==> src/rtl/conv_sequencer.sv <==
module conv_sequencer #(
  parameter int NCH = 8,
  parameter int RW  = 10,
  parameter int BW  = 8
) (
  input  logic                   clk,
  input  logic                   rst_n,
  input  logic [1:0]             mode,
  input  logic                   ref_ext,
  input  logic                   wide,
  input  logic                   irq_en,
  input  logic [NCH-1:0]         ch_mask,
  input  logic                   start_wr,
  input  logic [$clog2(NCH)-1:0] start_ch,
  input  logic                   step_cmd,
  input  logic                   stat_rd,
  output logic                   conv_start,
  output logic [$clog2(NCH)-1:0] conv_ch,
  output logic                   conv_wide,
  input  logic                   conv_done,
  input  logic [RW-1:0]          conv_result,
  output logic                   res_wr,
  output logic [$clog2(NCH)-1:0] res_ch,
  output logic [BW-1:0]          res_hi,
  output logic [BW-1:0]          res_lo,
  output logic [1:0]             status,
  output logic                   irq_n
);
  localparam int CW = $clog2(NCH);

  typedef enum logic [1:0] {S_IDLE, S_LAUNCH, S_WAIT, S_HOLD} state_t;

  state_t          state;
  logic [CW-1:0]   base_q, ofs_q;
  logic            wide_q, done_q;
  logic [NCH-1:0]  eff;
  logic [CW:0]     first, after, again;
  logic            busy, go, step_mode, cont_mode;

  function automatic logic [CW:0] seek(input logic [NCH-1:0] m,
                                       input logic [CW-1:0] base,
                                       input logic [CW:0] lo);
    logic [CW-1:0] idx;
    seek = '0;
    for (int i = NCH - 1; i >= 0; i--) begin
      idx = base + CW'(i);
      if (i >= int'(lo) && m[idx]) seek = {1'b1, CW'(i)};
    end
  endfunction

  assign eff       = ch_mask & ~{{(NCH-1){1'b0}}, ref_ext};
  assign first     = seek(eff, start_ch, '0);
  assign after     = seek(eff, base_q, {1'b0, ofs_q} + 1'b1);
  assign again     = seek(eff, base_q, '0);
  assign busy      = (state == S_LAUNCH) || (state == S_WAIT);
  assign go        = start_wr && first[CW] && !busy;
  assign step_mode = (mode == 2'b00);
  assign cont_mode = mode[1];

  assign conv_start = (state == S_LAUNCH);
  assign conv_ch    = base_q + ofs_q;
  assign conv_wide  = wide_q;
  assign res_wr     = (state == S_WAIT) && conv_done;
  assign res_ch     = conv_ch;
  assign res_hi     = wide_q ? BW'(conv_result[RW-1:BW]) : '0;
  assign res_lo     = wide_q ? conv_result[BW-1:0] : conv_result[RW-1:RW-BW];
  assign status     = {done_q, busy};
  assign irq_n      = !(done_q && irq_en);

  always_ff @(posedge clk) begin
    if (!rst_n) begin
      state  <= S_IDLE;
      base_q <= '0;
      ofs_q  <= '0;
      wide_q <= 1'b0;
      done_q <= 1'b0;
    end else begin
      if (res_wr)       done_q <= 1'b1;
      else if (stat_rd) done_q <= 1'b0;

      if (go) begin
        base_q <= start_ch;
        ofs_q  <= first[CW-1:0];
        wide_q <= wide;
        state  <= S_LAUNCH;
      end else begin
        case (state)
          S_LAUNCH: state <= S_WAIT;
          S_WAIT: if (conv_done) begin
            if (step_mode) state <= S_HOLD;
            else if (after[CW]) begin
              ofs_q  <= after[CW-1:0];
              wide_q <= wide;
              state  <= S_LAUNCH;
            end else if (cont_mode && again[CW]) begin
              ofs_q  <= again[CW-1:0];
              wide_q <= wide;
              state  <= S_LAUNCH;
            end else state <= S_IDLE;
          end
          S_HOLD: if (step_cmd) begin
            if (after[CW]) begin
              ofs_q  <= after[CW-1:0];
              wide_q <= wide;
              state  <= S_LAUNCH;
            end else if (again[CW]) begin
              ofs_q  <= again[CW-1:0];
              wide_q <= wide;
              state  <= S_LAUNCH;
            end else state <= S_IDLE;
          end
          default: state <= S_IDLE;
        endcase
      end
    end
  end

  assert_start_pulse_R11: assert property (@(posedge clk) disable iff (!rst_n)
    conv_start |=> !conv_start);

  assert_write_while_busy_R9: assert property (@(posedge clk) disable iff (!rst_n)
    res_wr |-> status[0]);

  assert_write_sets_done_R9: assert property (@(posedge clk) disable iff (!rst_n)
    res_wr |=> status[1]);

  assert_read_clears_R9: assert property (@(posedge clk) disable iff (!rst_n)
    (stat_rd && !res_wr) |=> !status[1]);

  assert_irq_needs_done_R10: assert property (@(posedge clk) disable iff (!rst_n)
    !irq_n |-> status[1]);

  assert_empty_ignored_R6: assert property (@(posedge clk) disable iff (!rst_n)
    (start_wr && eff == '0 && !status[0]) |=> !status[0]);

  assert_ref_excludes_ch0_R1: assert property (@(posedge clk) disable iff (!rst_n)
    (conv_start && ref_ext && $stable(ref_ext)) |-> conv_ch != '0);
endmodule

==> config.mk <==
export PLATFORM = sky130hd
export DESIGN_NAME = conv_sequencer
export DESIGN_NICKNAME = d
export VERILOG_FILES = /design/src/rtl/conv_sequencer.sv
export SDC_FILE = /design/constraint.sdc
export NUM_CORES = 1
export LEC_CHECK = 0
export BUFFER_PORTS_ARGS = -buffer_cell sky130_fd_sc_hd__buf_2
export CAP_MARGIN = 25
export CORE_MARGIN = 10
export CORE_UTILIZATION = 24
export DETAILED_ROUTE_END_ITERATION = 8
export RECOVER_POWER = 25
export SLEW_MARGIN = 20
export SYNTH_ARGS = -nofsm -noshare
export SYNTH_HDL_FRONTEND = slang
export SYNTH_SLANG_ARGS = --single-unit
==> constraint.sdc <==
create_clock -name clk -period 2.99 [get_ports clk]
set_input_delay 0.598 -clock clk [delete_from_list [all_inputs] [get_ports clk]]
set_output_delay 0.598 -clock clk [all_outputs]
set_load 0.03 [all_outputs]
==> results.tsv, run 1 <==
metric	value	unit
I/O pin cnt	60	
Initial DRC Count	162	
I/O Buffers	53	
placed cells	393	
CTS Buffer Depth	2	
WP data arrival	2.96	ns
All-Layer GR Usage	0.0875	
Worst setup endpoint	ofs_q[0]	
RSZ-0062 raised after global routing	false	
Cells after Synth	236	
Yosys reg bits	10	
R2R Path Start	base_q[1]	
CTS Buf Count	3	
max cap viols	0	
Skew-Pair Late Insertion Delay	0.24	ns
first-pass GRT wire length	9720	um
grt peak-use layer	met2	
vias in the first global route	2043	
row cnt	33	
Seq/Total Area, Yosys	0.0958	
wire length per cell after detailed routing	15.0	um
final setup TNS	0	ns
die height	113	um
met3 GRT Util	0.0259	
multi-input logic area	1740	um^2
Area growth syn-to-layout	21.4	%
pre-CTS WS	0.000603	ns
fill count	894	
Storage cell area	200	um^2
peak supply drop	0.114	mV
critical path startpoint category	flip-flop	
net count reported at finish	339	
Vias	2042	
Routed WL	5960	um
R2R Setup Slk	0.15	ns
Setup Skew	0.00276	ns
Initial Util	0.251	
root buffer cell	clkbuf_8	
DPL Wire Length	4880	um
Total Die Area	12800	um^2
cts hold-fix bufs	0	
Avg Inst Size Synth	8.86	um^2
fin cells	397	
EDFF count, synth	0	
status	completed	
CP Class	flip-flop to flip-flop	
Worst Path Required	3.11	ns
commonest non-fill, non-tap cells in the layout	46 x buf_2, 16 x nand2_1, 15 x buf_4, 13 x inv_1, 13 x mux4_2	
Final setup viols	0	
Final Util	0.304	
cell area after synthesis	2090	um^2
final worst path period share	0.949	
commonest non-fill, non-tap cell in the layout	buf_2	
crit end category	flip-flop	
PD cells	379	nW/um^2
global route total overflow	0	
vias per cell	5.14	
clock sinks	10	
DRC	0	
Rel. slew slack	0.634	
layout cell share with drive strength beyond 1	0.363	
Post-DRT Antenna Nets	0	
Setup WS post-layout	0.153	ns
ANT cells	0	
largest net degree at the start of global routing	16	
Reg2Reg Depth	9	
Crit. Startpoint	base_q[1]	
clk slew on worst S/H paths	0.05	ns
Hold Fails Final Rpt	0	
Hold WC Path Type	input pin to flip-flop	
initial antenna violation count	0	
CP max FO	4	
first-pass detailed-route iteration total	4	
Post-synth top flop	dfxtp_1	
Min Clock Period, post-route	2.84	ns
DIE WIDTH	113	um
asr flop ratio synth	0	
Max Fclk	352	MHz
GR Util met2	0.149	
Slew @ Worst Pin	0.550	ns
htree depth	1	
fin. max-slew vios	0	
FF-to-FF End	ofs_q[0]	
TritonCTS clock tree	yes	
Core Area	8340	um^2
Routability Congestion	0.839	
Leak Pwr	1.06	nW
Synth warnings	0	
Yosys cell types	71	
met1 usage	0.105	
==> metrics by stage <==
stage | power, mW | hold WS, ns | area (um^2)
6_report | 0.961 | 0.594 | 2540
5_1_grt | 1.04 | 0.623 | 2540
4_1_cts | 0.955 | 0.595 | 2520
3_5_place_dp | 0.810 | 0.588 | 2480
3_3_place_gp | 0.803 | 0.582 | 2480
2_1_floorplan | 0.656 | 0.541 | 2110
==> synthesized netlist by cell type (2+ instances only) <==
master / n / share of area
o21ai_1: 4 / 0.0096
a211oi_1: 3 / 0.011
xor2_1: 5 / 0.021
mux2_4: 2 / 0.014
ha_1: 12 / 0.072
o211ai_1: 3 / 0.011
a22o_1: 2 / 0.0084
mux2_2: 12 / 0.065
dfxtp_1: 10 / 0.096
and3_1: 4 / 0.012
o22ai_1: 3 / 0.0090
nor3b_1: 4 / 0.014
and2_1: 8 / 0.024
o21ai_0: 7 / 0.017
clkbuf_1: 5 / 0.0090
o31a_1: 2 / 0.0084
inv_1: 13 / 0.023
xnor2_1: 2 / 0.0084
a21oi_1: 7 / 0.017
and4_1: 2 / 0.0084
nor3_1: 2 / 0.0048
mux2i_1: 10 / 0.048
inv_2: 2 / 0.0036
nand3_1: 4 / 0.0096
a221o_1: 2 / 0.0096
mux4_2: 13 / 0.14
nand2b_1: 3 / 0.0090
a31oi_1: 2 / 0.0060
nor2_1: 9 / 0.016
buf_4: 12 / 0.043
nand2_1: 16 / 0.029
nand4_1: 3 / 0.0090
o21a_1: 2 / 0.0072
nor2b_1: 9 / 0.027
==> per-layer routing <==
metal	vias to the layer above	share of wire
met5	-	0
met4	0	0.016
met3	11	0.081
met2	81	0.48
met1	953	0.42
li1	997	-
==> worst max-delay path, stage by stage (launching register included) <==
cell and delay [ns]:
dfxtp_1 0.32, inv_1 0.09, ha_2 0.38, mux4_2 0.57
mux2_4 0.30, a32o_2 0.32, nor4_4 0.22, or2_1 0.16
a311oi_1 0.05, a311o_1 0.31
==> cells by family after synthesis <==
group / Yosys count / share of synthesized area
adders and majority gates: 13 / 0.0814
other: 1 / 0.00179
buffers and inverters: 35 / 0.0886
DFF: 10 / 0.0958
and+or+nand+nor: 71 / 0.198
AOI/OAI and AO/OA: 60 / 0.220
muxes: 39 / 0.285
xor gates and xnor gates: 7 / 0.0293
==> registers in the layout (all words and copies together) (netlist names) <==
| name | flops |
|---|---|
| base_q | 3 |
| conv_wide | 1 |
| done_q | 1 |
| ofs_q | 3 |
| state | 2 |
==> worst min path at each step <==
stage,from,slack [ns],endpoint,cells after the start
floorplan,state[1],0.54,state[1],2
global placement,state[1],0.58,state[1],2
detailed placement,state[1],0.59,state[1],2
CTS,state[1],0.60,state[1],2
global route,wide,0.62,conv_wide,3
finish,wide,0.59,conv_wide,3
==> repair_timing <==
item	4_1_cts	5_1_grt
setup endpoints to repair	0	4
buffers inserted	0	1
endpoints found under the hold margin	0	0
gates resized for setup	0	3
==> layout make-up <==
type	instances	share of cell area
timing repair buffer	68	0.145
tap	105	0.0518
inverter	15	0.0222
clock buffer	3	0.0163
sequential	10	0.0789
multi-input combinational	196	0.685
==> where the power goes <==
part,internal (mW),switching [mW]
Sequential,0.146,0.0220
Combinational,0.278,0.373
Clock,0.0883,0.0536
Power figures use the tool's default switching activity.
==> run 2: changes to the inputs <==
--- a/config.mk
+++ b/config.mk
@@ -10,6 +10,7 @@
 export CORE_MARGIN = 10
 export CORE_UTILIZATION = 24
 export DETAILED_ROUTE_END_ITERATION = 8
+export PLACE_DENSITY_LB_ADDON = 0.08
 export RECOVER_POWER = 25
 export SLEW_MARGIN = 20
 export SYNTH_ARGS = -nofsm -noshare
==> results.tsv, run 2 (synthesis results as in run 1) <==
metric	value	unit	change
ANT cells	0		unchanged
I/O pin cnt	60		unchanged
slowest cell on the critical path	mux4_2		
Reg2Reg Depth	9		unchanged
critical path startpoint category	flip-flop		
Initial Util	0.251		unchanged
Core Area	8340	um^2	unchanged
post-route cell area	2600	um^2	+2.5%
biggest regs	base_q (3), ofs_q (3), state (2)		
commonest non-fill, non-tap cell in the layout	buf_2		
largest net degree at the start of global routing	16		unchanged
placed cells	402		+2.3%
Max Fclk	352	MHz	-0.22%
htree depth	1		unchanged
metal3 WL	406	um	-16%
fin cells	406		+2.3%
die height	113	um	unchanged
setup bufs post-CTS	0		unchanged
peak supply drop	0.132	mV	+16%
CP max FO	5		+1
vias per cell	5.00		-2.8%
row cnt	33		unchanged
WP data arrival	2.97	ns	about the same
final worst path period share	0.951		+0.00212
I/O Buffers	53		unchanged
wire length per cell after detailed routing	15.4	um	+2.4%
DIE WIDTH	113	um	unchanged
CTS Buf Count	3		unchanged
CP Class	flip-flop to flip-flop		
DRC	0		unchanged
total chip power	1.00	mW	+4.1%
clock sinks	10		unchanged
vias in the first global route	2044		+0.049%
Vias	2030		-0.59%
worst-path cell chain	inv_2 > ha_1 > mux4_2 > mux2_4 > a32o_2 > nor4_4 > or2_1 > a311oi_1 > a311o_1		
Total Die Area	12800	um^2	unchanged
global route total overflow	0		unchanged
Hold WC Path Type	input pin to flip-flop		
DPL Wire Length	5370	um	+10%
dpl cell area	2550	um^2	+2.7%
Skew-Pair Late Insertion Delay	0.24	ns	about the same
Hold Fails Final Rpt	0		unchanged
All-Layer GR Usage	0.0946		+0.00716
WL met2	3010	um	+5.3%
CTS Buffer Depth	2		unchanged
TritonCTS clock tree	yes		
first-pass detailed-route iteration total	4		unchanged
max cap viols	0		unchanged
Routability Congestion	0.807		-3.8%
fin. max-slew vios	0		unchanged
CP peak stage delay	0.58	ns	about the same
WL met1	2730	um	+8.6%
Top Metal Used	met4		
Min Clock Period, post-route	2.84	ns	+0.00633 ns
Setup Skew	0.000666	ns	-0.00210 ns
Final setup viols	0		unchanged
Post-DRT Antenna Nets	0		unchanged
clk slew on worst S/H paths	0.05	ns	about the same
commonest non-fill, non-tap cells in the layout	47 x buf_2, 23 x buf_4, 16 x nand2_1, 13 x inv_1, 13 x mux4_2		
Initial DRC Count	65		-60%
PD cells	385	nW/um^2	+1.5%
Area growth syn-to-layout	24.4	%	
Leak Pwr	1.11	nW	+4.9%
status	completed		
root buffer cell	clkbuf_8		
Routed WL	6240	um	+4.7%
net count reported at finish	347		+2.4%
crit end category	flip-flop		
initial antenna violation count	0		unchanged
Worst Path Required	3.11	ns	about the same
layout cell share with drive strength beyond 1	0.379		+0.0157
first-pass GRT wire length	10400	um	+7.1%
hold depth	3		unchanged
==> run 2: cell count changes in the layout (fill, tap and decap cells not counted) <==
cell | before | now
o41ai_2 | 1 | 0
clkbuf_1 | 7 | 6
o41ai_1 | 0 | 1
buf_2 | 46 | 47
a22oi_2 | 2 | 1
o21ai_1 | 4 | 3
o21ai_2 | 1 | 2
clkbuf_8 | 3 | 4
ha_1 | 11 | 12
ha_2 | 1 | 0
buf_4 | 15 | 23
a22oi_1 | 0 | 1
==> run 2: area by class of cell <==
| type | count | area, um^2 |
|---|---|---|
| inverters | 15 | 56.3 |
| well taps | 105 | 131 |
| flip-flops and latches | 10 | 200 |
| clock buffers | 4 | 55.1 |
| fillers | 906 | 5740 |
| multi-input cells | 196 | 1730 |
| repair buffers | 76 | 430 |
==> run 2: what timing repair did <==
item,CTS,global route
setup endpoints to repair,0,1
hold buffers,0,0
gates resized for setup,0,1
==> run 2: critical path: cells and delay by family (launching register included) <==
kind	cells	cell delay, ns
AOI/OAI and AO/OA	3	0.68
adders and majority gates	1	0.34
buffers and inverters	1	0.06
DFF	1	0.35
muxes	2	0.89
and+or+nand+nor	2	0.41
==> run 2: final timing paths <==
path,startpoint,endpoint,slack [ns]
setup reg to reg,base_q[0],ofs_q[0],0.15
hold / removal,wide,conv_wide,0.58
setup / recovery,base_q[0],ofs_q[0],0.15
hold reg to reg,done_q,done_q,0.61
==> run 2: metal layers <==
| layer | track usage | up-vias |
|---|---|---|
| met5 | 0 | - |
| met4 | 0.0237 | 0 |
| met3 | 0.0264 | 6 |
| met2 | 0.158 | 54 |
| met1 | 0.117 | 957 |
| li1 | - | 1013 |
==> run 2: through the flow <==
| step | utilization | hold WS, ns | setup slack (ns) | setup TNS (ns) |
|---|---|---|---|---|
| floorplan | - | 0.541 | 0.0358 | 0 |
| CTS | 0.312 | 0.583 | 0.151 | 0 |
| global placement | 0.306 | 0.593 | 0.0446 | 0 |
| global route | 0.312 | 0.608 | -0.0157 | -0.0157 |
| detailed placement | 0.306 | 0.600 | 0.0221 | 0 |
| finish | 0.312 | 0.584 | 0.147 | 0 |
==> run 2: where the power goes <==
part | switching (mW) | total [mW] | internal (mW)
clock network | 0.0568 | 0.173 | 0.116
registers | 0.0228 | 0.169 | 0.146
logic | 0.371 | 0.658 | 0.287
==> run 3: changes to the inputs <==
--- a/config.mk
+++ b/config.mk
@@ -8,10 +8,11 @@
 export BUFFER_PORTS_ARGS = -buffer_cell sky130_fd_sc_hd__buf_2
 export CAP_MARGIN = 25
 export CORE_MARGIN = 10
-export CORE_UTILIZATION = 24
+export CORE_UTILIZATION = 40
 export DETAILED_ROUTE_END_ITERATION = 8
 export PLACE_DENSITY_LB_ADDON = 0.08
 export RECOVER_POWER = 25
+export SKIP_LAST_GASP = 1
 export SLEW_MARGIN = 20
 export SYNTH_ARGS = -nofsm -noshare
 export SYNTH_HDL_FRONTEND = slang
==> results.tsv, run 3 (synthesis results as in run 1) <==
metric	value	unit	change
dpl cell area	2440	um^2	-4.4%
peak supply drop	0.159	mV	+20%
Initial DRC Count	109		+68%
TritonCTS clock tree	yes		
CTS Buffer Depth	2		unchanged
Leak Pwr	1.06	nW	-4.4%
CTS Buf Count	3		unchanged
critical path startpoint category	flip-flop		
post-route cell area	2480	um^2	-4.6%
Hold WC Path Type	input pin to flip-flop		
worst-path cell chain	inv_1 > ha_2 > mux4_2 > mux2_4 > a32o_2 > o41ai_1 > o21ai_1 > a221o_1		
Crit. Startpoint	base_q[1]		
crit end category	flip-flop		
Post-DRT Antenna Nets	0		unchanged
WP data arrival	2.96	ns	about the same
Setup WS post-layout	0.148	ns	+0.00156 ns
Min Clock Period, post-route	2.84	ns	-0.00156 ns
Slew @ Worst Pin	0.535	ns	
hold slack	0.602	ns	+0.0178 ns
fin cells	362		-11%
Hold Fails Final Rpt	0		unchanged
cts hold-fix bufs	0		unchanged
Area growth syn-to-layout	18.7	%	
largest net degree at the start of global routing	16		unchanged
htree depth	1		unchanged
fin. max-slew vios	0		unchanged
Core Area	5070	um^2	-39%
I/O pin cnt	60		unchanged
R2R Path Start	base_q[1]		
die height	92.3	um	-19%
DRC	0		unchanged
ANT cells	0		unchanged
Setup Skew	0.00380	ns	+0.00313 ns
RSZ-0062 raised after global routing	false		
row cnt	26		-21%
layout cell share with drive strength beyond 1	0.360		-0.0191
commonest non-fill, non-tap cell in the layout	buf_2		
HP Start	wide		
Initial Util	0.412		+0.161
root buffer cell	clkbuf_8		
CP Class	flip-flop to flip-flop		
vias per cell	5.48		+9.6%
final worst path period share	0.950		about the same
total chip power	0.942	mW	-5.9%
final setup TNS	0	ns	unchanged
Final setup viols	0		unchanged
Final Util	0.489		+0.177
Vias	1983		-2.3%
first-pass detailed-route iteration total	4		unchanged
slowest cell on the critical path	mux4_2		
initial antenna violation count	0		unchanged
placed cells	358		-11%
I/O Buffers	53		unchanged
max cap viols	0		unchanged
first-pass GRT wire length	9590	um	-7.9%
CP peak stage delay	0.56	ns	-0.02 ns
All-Layer GR Usage	0.130		+0.0349
status	completed		
PD cells	379	nW/um^2	-1.4%
DIE WIDTH	92.3	um	-19%
Worst Path Required	3.11	ns	about the same
CP max FO	4		-1
Rel. slew slack	0.643		
net count reported at finish	339		-2.3%
Skew-Pair Late Insertion Delay	0.23	ns	about the same
Max Fclk	352	MHz	about the same
clk slew on worst S/H paths	0.05	ns	about the same
vias in the first global route	2018		-1.3%
wire length per cell after detailed routing	15.3	um	-0.75%
Routability Congestion	0.809		+0.21%
biggest regs	base_q (3), ofs_q (3), state (2)		
Routed WL	5520	um	-12%
global route total overflow	0		unchanged
pre-CTS WS	0.0518	ns	+0.0297 ns
clock sinks	10		unchanged
DPL Wire Length	4660	um	-13%
Total Die Area	8520	um^2	-34%
commonest non-fill, non-tap cells in the layout	47 x buf_2, 16 x nand2_1, 15 x buf_4, 13 x inv_1, 13 x mux4_2		
## run 3: repair_timing
action / 4_1_cts / 5_1_grt
buffers inserted: 0 / 1
gates resized for setup: 0 / 1
setup endpoints to repair: 0 / 4
## run 3: where the power goes
group	switching [mW]	internal, mW
Combinational	0.361	0.275
Sequential	0.0223	0.147
Clock	0.0496	0.0879
## run 3: final timing paths
| check | slack (ns) | to | cells after the start |
|---|---|---|---|
| worst max-delay path | 0.15 | state[0] | 8 |
| worst min-delay path | 0.60 | conv_wide | 3 |
| worst max register to register | 0.15 | state[0] | 8 |
| worst min register to register | 0.60 | done_q | 2 |
## run 3: per-layer routing
layer | track usage | part of all wire | vias to the layer above
li1 | - | - | 993
met1 | 0.162 | 0.46 | 932
met2 | 0.224 | 0.48 | 56
met3 | 0.0347 | 0.061 | 2
met4 | 0.0154 | 0.0053 | 0
met5 | 0 | 0 | -
## run 3: final cells by class
class / count / area (um^2)
Inverter: 15 / 56.3
Sequential cell: 10 / 200
Multi-Input combinational cell: 196 / 1730
Tap cell: 70 / 87.6
Clock buffer: 3 / 41.3
Fill cell: 515 / 2590
Timing Repair Buffer: 68 / 370
## run 3: worst max-delay path, delay by kind of cell (launching register included)
family | cells | cell delay (ns)
adder cells (fa/ha/maj) | 1 | 0.39
multiplexers | 2 | 0.86
flip-flops | 1 | 0.32
AO/OA/AOI/OAI | 4 | 1.08
buffers and inverters | 1 | 0.09
